[src/rtl/tpw_pkg.sv]
// Package: shared types and register addresses for the triggered PWM timer.
// Assumes control data fits in the low bits of the register data word.
package tpw_pkg;

    // Edge select coding used for both the trigger and event pins
    typedef enum logic [1:0] {
        EDGE_NONE = 2'b00,
        EDGE_RISE = 2'b01,
        EDGE_FALL = 2'b10,
        EDGE_BOTH = 2'b11
    } edge_sel_e;

    // Control register layout, MSB first (bit 8 .. bit 0)
    typedef struct packed {
        logic      cnt_src;   // 1: step on event edges, 0: step on cnt_tick
        edge_sel_e evt_sel;   // event pin edge select
        edge_sel_e trig_sel;  // trigger pin edge select
        logic      pol1;      // pwm1 polarity, 1 = active-low
        logic      oe1;       // pwm1 enable
        logic      idle0;     // pwm0 level while disabled
        logic      oe0;       // pwm0 enable
    } ctrl_t;

    localparam int CTRL_W = $bits(ctrl_t);

    localparam logic [1:0] A_CTRL   = 2'd0;
    localparam logic [1:0] A_PERIOD = 2'd1;
    localparam logic [1:0] A_WIDTH  = 2'd2;
    localparam logic [1:0] A_COUNT  = 2'd3;

endpackage

[src/rtl/tpw_edge_det.sv]
// Edge detector: synchronizes an asynchronous pin through SYNC_STAGES flops
// and produces a one-cycle pulse on the edge kind chosen by sel.
// Assumes SYNC_STAGES >= 2.
module tpw_edge_det
    import tpw_pkg::*;
#(
    parameter int SYNC_STAGES = 2
) (
    input  logic      clk,
    input  logic      rst_n,
    input  logic      pin,
    input  edge_sel_e sel,
    output logic      edge_o
);

    localparam int LAST = SYNC_STAGES - 1;

    logic [SYNC_STAGES-1:0] sync_q;
    logic                   prev_q;
    logic                   rise;
    logic                   fall;

    // Shift the pin through the synchronizer and keep the last synced value
    always_ff @(posedge clk) begin
        if (!rst_n) begin
            sync_q <= '0;
            prev_q <= 1'b0;
        end else begin
            sync_q <= {sync_q[LAST-1:0], pin};
            prev_q <= sync_q[LAST];
        end
    end

    assign rise = sync_q[LAST] & ~prev_q;
    assign fall = ~sync_q[LAST] & prev_q;

    // Pick the edge kind requested by the select field
    always_comb begin
        unique case (sel)
            EDGE_RISE: edge_o = rise;
            EDGE_FALL: edge_o = fall;
            EDGE_BOTH: edge_o = rise | fall;
            default:   edge_o = 1'b0;
        endcase
    end

endmodule

[src/rtl/tpw_regs.sv]
// Register file: holds control, period and width, and returns the selected
// register or the live count on rdata. Assumes DATA_W >= CTRL_W.
module tpw_regs
    import tpw_pkg::*;
#(
    parameter int DATA_W = 16,
    parameter int ADDR_W = 2
) (
    input  logic              clk,
    input  logic              rst_n,
    input  logic              wr_en,
    input  logic [ADDR_W-1:0] addr,
    input  logic [DATA_W-1:0] wdata,
    input  logic [DATA_W-1:0] count,
    output ctrl_t             ctrl_o,
    output logic [DATA_W-1:0] period_o,
    output logic [DATA_W-1:0] width_o,
    output logic [DATA_W-1:0] rdata
);

    localparam int PAD_W = DATA_W - CTRL_W;

    ctrl_t             ctrl_q;
    logic [DATA_W-1:0] period_q;
    logic [DATA_W-1:0] width_q;

    // Capture writes; the count address is read-only
    always_ff @(posedge clk) begin
        if (!rst_n) begin
            ctrl_q   <= '0;
            period_q <= '0;
            width_q  <= '0;
        end else if (wr_en) begin
            case (addr[1:0])
                A_CTRL:   ctrl_q   <= ctrl_t'(wdata[CTRL_W-1:0]);
                A_PERIOD: period_q <= wdata;
                A_WIDTH:  width_q  <= wdata;
                default:  ;
            endcase
        end
    end

    // Read multiplexer
    always_comb begin
        case (addr[1:0])
            A_CTRL:   rdata = {{PAD_W{1'b0}}, ctrl_q};
            A_PERIOD: rdata = period_q;
            A_WIDTH:  rdata = width_q;
            default:  rdata = count;
        endcase
    end

    assign ctrl_o   = ctrl_q;
    assign period_o = period_q;
    assign width_o  = width_q;

endmodule

[src/rtl/tpw_core.sv]
// Timer core: after a trigger edge, steps a counter from 0 to the latched
// period, latches new period and width values at each wrap, and forms both
// outputs. Assumes trig_edge and evt_edge are single-cycle synchronous pulses.
module tpw_core
    import tpw_pkg::*;
#(
    parameter int CNT_W = 16
) (
    input  logic             clk,
    input  logic             rst_n,
    input  ctrl_t            ctrl,
    input  logic [CNT_W-1:0] period,
    input  logic [CNT_W-1:0] width,
    input  logic             cnt_tick,
    input  logic             trig_edge,
    input  logic             evt_edge,
    output logic [CNT_W-1:0] count,
    output logic [CNT_W-1:0] per_act,
    output logic             started,
    output logic             adv,
    output logic             pwm0,
    output logic             pwm1
);

    logic [CNT_W-1:0] cnt_q;
    logic [CNT_W-1:0] per_act_q;
    logic [CNT_W-1:0] wid_act_q;
    logic             started_q;
    logic             tog_q;
    logic             wrap;
    logic             active;

    assign adv  = started_q & (ctrl.cnt_src ? evt_edge : cnt_tick);
    assign wrap = adv & (cnt_q == per_act_q);

    // Counter, running flag, toggle flag and latched cycle values
    always_ff @(posedge clk) begin
        if (!rst_n) begin
            cnt_q     <= '0;
            per_act_q <= '0;
            wid_act_q <= '0;
            started_q <= 1'b0;
            tog_q     <= 1'b0;
        end else if (trig_edge) begin
            cnt_q     <= '0;
            per_act_q <= period;
            wid_act_q <= width;
            started_q <= 1'b1;
            tog_q     <= 1'b0;
        end else if (wrap) begin
            cnt_q     <= '0;
            per_act_q <= period;
            wid_act_q <= width;
            tog_q     <= ~tog_q;
        end else if (adv) begin
            cnt_q     <= cnt_q + 1'b1;
        end
    end

    assign active = started_q & (cnt_q < wid_act_q);

    // Output level selection
    always_comb begin
        pwm0 = ctrl.oe0 ? tog_q : ctrl.idle0;
        pwm1 = ctrl.oe1 ? (active ^ ctrl.pol1) : ctrl.pol1;
    end

    assign count   = cnt_q;
    assign per_act = per_act_q;
    assign started = started_q;

endmodule

[src/rtl/trig_pwm_timer.sv]
// Top: externally triggered PWM pulse timer. Connects two edge detectors,
// the register file and the timer core. Assumes all inputs except trig_in
// and evt_in are synchronous to clk.
module trig_pwm_timer
    import tpw_pkg::*;
#(
    parameter int CNT_W       = 16,
    parameter int ADDR_W      = 2,
    parameter int SYNC_STAGES = 2
) (
    input  logic              clk,
    input  logic              rst_n,
    input  logic              cnt_tick,
    input  logic              trig_in,
    input  logic              evt_in,
    input  logic              wr_en,
    input  logic [ADDR_W-1:0] addr,
    input  logic [CNT_W-1:0]  wdata,
    output logic [CNT_W-1:0]  rdata,
    output logic              pwm0,
    output logic              pwm1
);

    ctrl_t            ctrl;
    logic [CNT_W-1:0] period;
    logic [CNT_W-1:0] width;
    logic [CNT_W-1:0] count;
    logic [CNT_W-1:0] per_act;
    logic             started;
    logic             adv;
    logic             trig_edge;
    logic             evt_edge;

    tpw_edge_det #(.SYNC_STAGES(SYNC_STAGES)) u_trig_det (
        .clk(clk), .rst_n(rst_n), .pin(trig_in),
        .sel(ctrl.trig_sel), .edge_o(trig_edge)
    );

    tpw_edge_det #(.SYNC_STAGES(SYNC_STAGES)) u_evt_det (
        .clk(clk), .rst_n(rst_n), .pin(evt_in),
        .sel(ctrl.evt_sel), .edge_o(evt_edge)
    );

    tpw_regs #(.DATA_W(CNT_W), .ADDR_W(ADDR_W)) u_regs (
        .clk(clk), .rst_n(rst_n), .wr_en(wr_en), .addr(addr),
        .wdata(wdata), .count(count), .ctrl_o(ctrl),
        .period_o(period), .width_o(width), .rdata(rdata)
    );

    tpw_core #(.CNT_W(CNT_W)) u_core (
        .clk(clk), .rst_n(rst_n), .ctrl(ctrl), .period(period),
        .width(width), .cnt_tick(cnt_tick), .trig_edge(trig_edge),
        .evt_edge(evt_edge), .count(count), .per_act(per_act),
        .started(started), .adv(adv), .pwm0(pwm0), .pwm1(pwm1)
    );

endmodule

[config.mk]
export PLATFORM = sky130hd
export DESIGN_NAME = trig_pwm_timer
export DESIGN_NICKNAME = d
export VERILOG_FILES = /design/src/rtl/tpw_pkg.sv /design/src/rtl/tpw_edge_det.sv /design/src/rtl/tpw_regs.sv /design/src/rtl/tpw_core.sv /design/src/rtl/trig_pwm_timer.sv
export SDC_FILE = /design/constraint.sdc
export NUM_CORES = 1
export LEC_CHECK = 0
export BUFFER_PORTS_ARGS = -buffer_cell sky130_fd_sc_hd__buf_2
export CORE_MARGIN = 5
export CORE_UTILIZATION = 35
export DETAILED_ROUTE_END_ITERATION = 8
export GPL_TIMING_DRIVEN = 0
export PLACE_DENSITY_LB_ADDON = 0.12
export SYNTH_ARGS = -nofsm -noshare
export SYNTH_HDL_FRONTEND = slang
export SYNTH_SLANG_ARGS = --single-unit
[constraint.sdc]
create_clock -name clk -period 4.91 [get_ports clk]
set_clock_uncertainty 0.05 [all_clocks]
set_input_delay 0.7365 -clock clk [delete_from_list [all_inputs] [get_ports clk]]
set_output_delay 0.7365 -clock clk [all_outputs]
set_load 0.01 [all_outputs]
==> flow_summary.yaml, run 1 <==
drt:
  via_per_inst: 5.08
  vias: 3573
  initialDrtViolationCount: 202
  ant_nets: 0
  drc: 0
  drtPass1Iterations: 4
  wirelength_mm: 12.6
  routedWlPerCell_um: 17.9
yosys:
  synth_ff_type: "dfxtp_1"
  synth_edf_count: 0
  syn_inst: 474
  syn_avg_cell_area_um2: 9.66
  yosysUniqueCellTypes: 46
  synth_area_leader_cell: "dfxtp_1"
  synth_most_common_cell: "dfxtp_1"
  syn-num-nets: 518
  seq_area_frac_synth: 0.424
  synth_seq_cells: 97
  synth_top_cell_area_share: 0.424
  ys.warnings.count: 0
  yosys-top-cells-count: "dfxtp_1 (97), nand2_1 (72), a22o_1 (39)"
  syn_area_mm2: 0.00458
  async_flop_share: 0
  synthTopCellsByArea: "dfxtp_1 (42%), a22o_1 (7.5%), nand2_1 (5.9%), ha_1 (5.5%), a21boi_0 (5.2%)"
setup_path:
  cp-start-kind: "primary input"
  cp.arrival_ps: 2600
  cp_data_required_time_ps: 4120
  slowest_stage: "buf_1"
  crit_fanout: 10
  cp_common_cell: "buf_2"
  crit_type: "primary input to output port"
  crit_buf_inv: 4
  path_cells: "buf_2 > clkbuf_1 > buf_1 > mux2_2 > a22o_1 > buf_2"
  slowest_delay_ps: 600
  cp-end-kind: "output port"
  cp_top_family: "buffers and inverters"
pwr:
  cellPowerDensity_mw_per_mm2: 307
  power.leakage_nw: 2.05
  peakVddDrop_mv: 0.180
global_routing:
  grt_max_degree: 16
  track_usage: 0.164
  grt_pass1_wl_mm: 20.0
  antenna_found_initial: 0
  grt_pass1_vias: 3606
  gr-total-overflow: 0
layout:
  drive_gt1_frac: 0.171
  antenna_cells: 0
  fin_area_mm2: 0.00530
  nNetsFinal: 570
  final_cells: 703
  areaGrowthSynthToFinish_pct: 15.7
placement:
  gp_congestion: 0.740
  port_buffers: 41
  dp_cells: 687
  dpl-instance-area_mm2: 0.00500
  dp_hpwl_mm: 9.53
clocking:
  root_buffer: "clkbuf_16"
  clock_latency_ps: 350
  h-tree-depth: 3
  clock-sinks: 97
  ctsHoldBuffers: 0
  path_clk_slew_ps: 70
  cts_max_path_buffers: 2
  cts_setup_buffers: 0
  post_cts_resized: 0
  numCtsBuffers: 9
  cts_tree: "done"
hold_path:
  hold_class: "register to register"
sta:
  worstMarginPinSlew_ps: 766
  max_clock_freq_mhz: 295
  hold_viol_final: 0
  final.min_clock_period_ps: 3390
  slew_headroom: 0.487
  setup_viol: 0
  fin_crit_sh: 0.690
  rsz0062_at_grt: "false"
  slew_violations: 0
  tns_ps: 0
die:
  boundaryPins: 42
  die_area_mm2: 0.0155
  die_y_um: 124
  initial_core_util: 0.360
  fp.dieW_um: 124
  coreArea_mm2: 0.0127
  num_rows: 41
run:
  maxCapViolCount: 0
run_status:
  outcome: "complete, no violations"
## where the power goes
group          switching [mW]  leakage (nW)  internal, mW
sequential             0.0121         0.785         0.800
combinational          0.0577          1.12        0.0411
clock                   0.308         0.148         0.405
## metrics by stage
stage,hold slack (ps),setup WS [ps],utilization,power [mW]
after global placement,369,1540,0.393,0.928
final,388,1520,0.416,1.62
after global routing,393,1360,0.416,1.68
after detailed placement,371,1520,0.393,0.930
after CTS,387,1410,0.416,1.64
after floorplan,362,2170,-,0.886
## flip-flops by register name, summed over array words and instances (netlist names)
name / count
u_regs.width_o: 16
u_core.wid_act_q: 16
u_core.tog_q: 1
u_evt_det.sync_q: 2
u_trig_det.sync_q: 2
u_core.count: 16
u_regs.period_o: 16
u_regs.ctrl_o: 9
u_core.started: 1
u_core.per_act: 16
u_trig_det.prev_q: 1
u_evt_det.prev_q: 1
## worst register-to-register path, stage by stage, from the launching register on
cell	delay (ps)
dfxtp_1	540
xnor2_1	220
nand4_1	270
nor4_4	550
and2_4	290
nor2_1	100
buf_2	220
a22o_1	210
## path summary, 6_finish.rpt
check / from / to / slack [ps] / cells after the start
max reg2reg: u_core.count[2] / u_core.per_act[11] / 2380 / 7
min reg2reg: u_trig_det.sync_q[0] / u_trig_det.sync_q[1] / 390 / 1
min: u_trig_det.sync_q[0] / u_trig_det.sync_q[1] / 390 / 1
max: addr[0] / rdata[14] / 1520 / 6
## cells in the final DEF (no fill, tap or decap), types with 4 or more instances in the layout
master,Yosys,layout
a22o_1,39,39
a21boi_0,32,32
nand4_1,12,12
a21oi_1,9,9
xor2_1,8,8
buf_2,8,49
clkbuf_1,16,16
nor2b_1,14,14
clkinv_2,0,4
mux4_2,9,9
mux2i_1,9,9
and2_1,9,9
nand3b_1,5,5
and3_1,6,6
ha_1,20,20
nor2_1,15,15
nand2_1,72,72
nor3b_1,4,4
xnor2_1,18,18
dfxtp_1,97,97
mux2_2,8,8
clkbuf_16,0,9
inv_1,20,20
o21ai_0,6,6
o22ai_1,4,4
## area by class of cell
cell class / count / area (um^2)
fillers: 1304 / 7420
flip-flops and latches: 97 / 1940
clock buffers: 10 / 239
inverters: 20 / 75.1
clock inverters: 6 / 57.6
multi-input cells: 329 / 2430
plain buffers: 28 / 138
well taps: 172 / 215
repair buffers: 41 / 205
## logic make-up (layout without fill, tap and decap cells)
logic type	Yosys count	count (layout)	share of synthesized area
simple gates	152	152	0.167
mux	26	26	0.0836
compound gates	105	105	0.175
fa+ha+maj	20	20	0.0546
xor+xnor	26	26	0.0497
flops	97	97	0.424
buf+inv	48	105	0.0464
## per-layer routing
metal | track usage | vias to the layer above | share of wire
met3 | 0.0210 | 11 | 0.034
met1 | 0.219 | 1720 | 0.48
li1 | - | 1774 | -
met4 | 0.0554 | 0 | 0.012
met2 | 0.275 | 68 | 0.47
met5 | 0 | - | 0
Note: power is estimated with default switching activity, not from simulation.
==> inputs of run 2 (changes only) <==
- ABC_AREA: default -> 1
- clock period: 4.91 -> 3 ns (I/O delays scaled with it)
==> flow_summary.yaml, run 2 <==
clocking:
  cts_setup_buffers: 0
  post_cts_resized: 0
  h-tree-depth: 3
  ctsHoldBuffers: 0
  root_buffer: "clkbuf_16"
  path_clk_slew_ps: 70
  numCtsBuffers: 9
  clock_latency_ps: 350
  cts_max_path_buffers: 2
  cts_tree: "done"
  clock-sinks: 97
setup_path:
  crit_type: "primary input to output port"
  cp_data_required_time_ps: 2500
  crit_fanout: 9
  cp-start-kind: "primary input"
  cp-end-kind: "output port"
  reg2reg_slack_ps: 800
  cp.arrival_ps: 1990
sta:
  max_clock_freq_mhz: 401
  fin_crit_sh: 0.832
  hold_viol_final: 0
  final.min_clock_period_ps: 2490
  setup_viol: 0
  worstMarginPinSlew_ps: 771
  slew_violations: 0
  slew_headroom: 0.484
  rsz0062_at_grt: "false"
  tns_ps: 0
layout:
  fin_area_mm2: 0.00563
  antenna_cells: 0
  areaGrowthSynthToFinish_pct: 15.2
  drive_gt1_frac: 0.0954
  most-common-layout-cells: "nand2_1 (152), inv_1 (100), dfxtp_1 (97), a21oi_1 (91), nor2_1 (80)"
  nNetsFinal: 816
  fill_cells: 1519
  final_common_cell: "nand2_1"
placement:
  port_buffers: 40
  dpl-instance-area_mm2: 0.00531
  gp_congestion: 0.842
  dp_hpwl_mm: 11.4
die:
  initial_core_util: 0.355
  die_y_um: 128
  coreArea_mm2: 0.0138
  boundaryPins: 42
  die_area_mm2: 0.0164
  num_rows: 43
  fp.dieW_um: 128
yosys:
  synth_top_cell_area_share: 0.397
  synth_ff_type: "dfxtp_1"
  synth_seq_cells: 97
  syn_area_mm2: 0.00489
  syn_avg_cell_area_um2: 6.78
  yosys-top-cells-count: "nand2_1 (152), inv_1 (100), dfxtp_1 (97)"
  synth_edf_count: 0
  async_flop_share: 0
  synthTopCellsByArea: "dfxtp_1 (40%), nand2_1 (12%), a21oi_1 (9.3%), inv_1 (7.7%), nor2_1 (6.1%)"
  synth_area_leader_cell: "dfxtp_1"
  synth_most_common_cell: "nand2_1"
  seq_area_frac_synth: 0.397
  ys.warnings.count: 0
  syn-num-nets: 765
  syn_inst: 721
  yosysUniqueCellTypes: 27
global_routing:
  grt_pass1_wl_mm: 22.9
  grt_max_degree: 17
  antenna_found_initial: 0
  gr-total-overflow: 0
  track_usage: 0.180
  grt_pass1_vias: 4300
pwr:
  power_mw: 2.92
  peakVddDrop_mv: 0.236
  power.leakage_nw: 2.56
  cellPowerDensity_mw_per_mm2: 518
drt:
  wirelength_mm: 14.5
  routedWlPerCell_um: 15.2
  via_per_inst: 4.86
  ant_nets: 0
  drc: 0
  drtPass1Iterations: 5
  vias: 4648
  initialDrtViolationCount: 308
hold_path:
  hold_class: "primary input to register"
run_status:
  outcome: "complete, no violations"
run:
  maxCapViolCount: 0
-- run 2: cell count changes in the layout (fill, tap and decap cells not counted), sizes merged, moves of 36 or more --
cell,change
nor2,+66
a22o,-39
nand2,+81
inv,+84
o21ai,+36
a21oi,+82
nand3,+56
-- run 2: cells by family (layout without fill, tap and decap cells) --
group           after synthesis  in the layout  synth area share
xor+xnor                     11             11            0.0197
fa+ha+maj                    20             20            0.0512
flops                        97             97             0.397
buf+inv                     138            193             0.113
simple gates                302            302             0.252
compound gates              153            153             0.166
-- run 2: worst paths after layout --
path | start | to | cells past startpoint
setup / recovery | addr[0] | rdata[5] | 8
hold / removal | trig_in | u_trig_det.sync_q[0] | 3
setup reg to reg | u_trig_det.sync_q[1] | u_core.wid_act_q[11] | 9
hold reg to reg | u_evt_det.sync_q[0] | u_evt_det.sync_q[1] | 2
-- run 2: layout make-up --
type | instances | area (um^2) | share of cell area
Buffer | 34 | 163 | 0.0289
Clock buffer | 9 | 225 | 0.0400
Clock inverter | 6 | 92.6 | 0.0164
Inverter | 104 | 390 | 0.0693
Multi-Input combinational cell | 486 | 2390 | 0.425
Sequential cell | 97 | 1940 | 0.345
Tap cell | 180 | 225 | 0.0400
Timing Repair Buffer | 40 | 200 | 0.0355
-- run 2: per-layer routing --
metal	track usage	vias up	routed length (um)
li1	-	2426	-
met1	0.247	2105	7120
met2	0.290	100	6590
met3	0.0267	17	535
met4	0.0574	0	241
met5	0	-	0
-- run 2: power by group --
part | internal (mW) | switching [mW] | total (mW)
Combinational | 0.101 | 0.195 | 0.296
Clock | 0.731 | 0.524 | 1.25
Sequential | 1.34 | 0.0298 | 1.37
-- run 2: through the flow --
stage	utilization	hold WS, ps	cells	setup slack [ps]
2_1_floorplan	-	340	721	1160
3_3_place_gp	0.386	351	941	491
3_5_place_dp	0.386	359	941	490
4_1_cts	0.409	222	956	465
5_1_grt	0.409	255	956	338
6_report	0.409	225	956	505
-- run 2: critical path: stages --
cell	delay, ps
buf_2	110
inv_1	40
nor2_1	460
inv_1	310
o22ai_1	220
a21oi_1	60
o21ai_0	150
buf_2	190
==> inputs of run 3 (changes only) <==
- ABC_AREA: 1 -> 0
- clock period: 3 -> 2.53 ns (I/O delays scaled with it)
==> flow_summary.yaml, run 3 (same netlist as run 1, synthesis figures left out) <==
run_status:
  outcome: "complete, but fails checks"
  violations: "setup timing"
clocking:
  numCtsBuffers: 9
  clock_latency_ps: 350
  cts_tree: "done"
  clock-sinks: 97
  h-tree-depth: 3
  path_clk_slew_ps: 70
  cts_max_path_buffers: 2
  ctsHoldBuffers: 0
  root_buffer: "clkbuf_16"
placement:
  gp_congestion: 0.740
  dp_hpwl_mm: 9.53
  pre_cts_ws_ps: -221
  dpl-instance-area_mm2: 0.00500
  port_buffers: 41
layout:
  final_common_cell: "dfxtp_1"
  nNetsFinal: 571
  drive_gt1_frac: 0.201
  antenna_cells: 0
  areaGrowthSynthToFinish_pct: 17.6
  fill_cells: 1298
  fin_util: 0.424
  fin_area_mm2: 0.00539
  most-common-layout-cells: "dfxtp_1 (92), nand2_1 (72), buf_2 (50), a22o_1 (39), a21boi_0 (32)"
sta:
  rsz0062_at_grt: "true"
  whs_ps: 183
  slew_headroom: 0.583
  fin_crit_sh: 1.00
  hold_viol_final: 0
  final.min_clock_period_ps: 2530
  max_clock_freq_mhz: 395
  setup_viol: 1
  fin_ws_ps: -2.07
  slew_violations: 0
  worstMarginPinSlew_ps: 625
die:
  num_rows: 41
  initial_core_util: 0.360
  die_area_mm2: 0.0155
  fp.dieW_um: 124
  die_y_um: 124
  boundaryPins: 42
  coreArea_mm2: 0.0127
drt:
  wirelength_mm: 12.6
  drtPass1Iterations: 4
  vias: 3593
  initialDrtViolationCount: 212
  via_per_inst: 5.10
  ant_nets: 0
  routedWlPerCell_um: 17.9
  drc: 0
setup_path:
  crit_fanout: 6
  cp.arrival_ps: 2100
  cp-end-kind: "output port"
  cp-start-kind: "register"
  crit_type: "register to output port"
  cp_data_required_time_ps: 2100
global_routing:
  antenna_found_initial: 0
  grt_pass1_vias: 3603
  grt_max_degree: 16
  grt_pass1_wl_mm: 20.1
  gr-total-overflow: 0
  track_usage: 0.165
pwr:
  power_mw: 3.15
  cellPowerDensity_mw_per_mm2: 585
  power.leakage_nw: 2.08
  peakVddDrop_mv: 0.350
hold_path:
  hold_class: "primary input to register"
run:
  maxCapViolCount: 0
run 3: final timing paths:
check	from	end	slack, ps	cells after the start
hold / removal	trig_in	u_trig_det.sync_q[0]	180	2
setup / recovery	u_core.count[1]	pwm1	-2	7
setup reg to reg	u_core.count[11]	u_core.per_act[11]	270	7
hold reg to reg	u_trig_det.sync_q[0]	u_trig_det.sync_q[1]	390	1
run 3: layout make-up:
| class | count | area [um^2] | area share |
|---|---|---|---|
| clock inverter | 6 | 57.6 | 0.0107 |
| tap | 172 | 215 | 0.0399 |
| sequential | 97 | 1950 | 0.362 |
| inverter | 20 | 75.1 | 0.0139 |
| buffer | 28 | 140 | 0.0260 |
| clock buffer | 10 | 239 | 0.0443 |
| timing repair buffer | 42 | 213 | 0.0395 |
| multi-input combinational | 329 | 2500 | 0.464 |
run 3: repair_timing:
action,CTS,global route
endpoints found under the setup margin,2,43
pin swaps,1,4
setup buffers,0,1
resized for setup,11,11
run 3: power breakdown:
| part | leakage, nW | switching, mW | internal, mW |
|---|---|---|---|
| registers | 0.788 | 0.0233 | 1.55 |
| logic | 1.14 | 0.112 | 0.0809 |
| clock network | 0.148 | 0.596 | 0.787 |
run 3: per-stage QoR:
stage                     cells  setup TNS, ps
after floorplan             474              0
after CTS                   703           -116
after global routing        704           -146
after detailed placement    687           -372
after global placement      687           -347
final                       704          -2.07
run 3: critical path: stages, from the launching register on:
cell and delay, ps:
dfxtp_2 360, ha_1 340, a2111oi_4 360, o311ai_4 150, a21oi_2 170, o21ai_2 100, xnor2_1 130, buf_2 140
run 3: layer usage:
layer / GRT usage / share of wire / vias up
met3: 0.0210 / 0.024 / 14
met4: 0.0554 / 0.014 / 0
met2: 0.275 / 0.48 / 57
li1: - / - / 1778
met5: 0 / 0 / -
met1: 0.220 / 0.48 / 1744
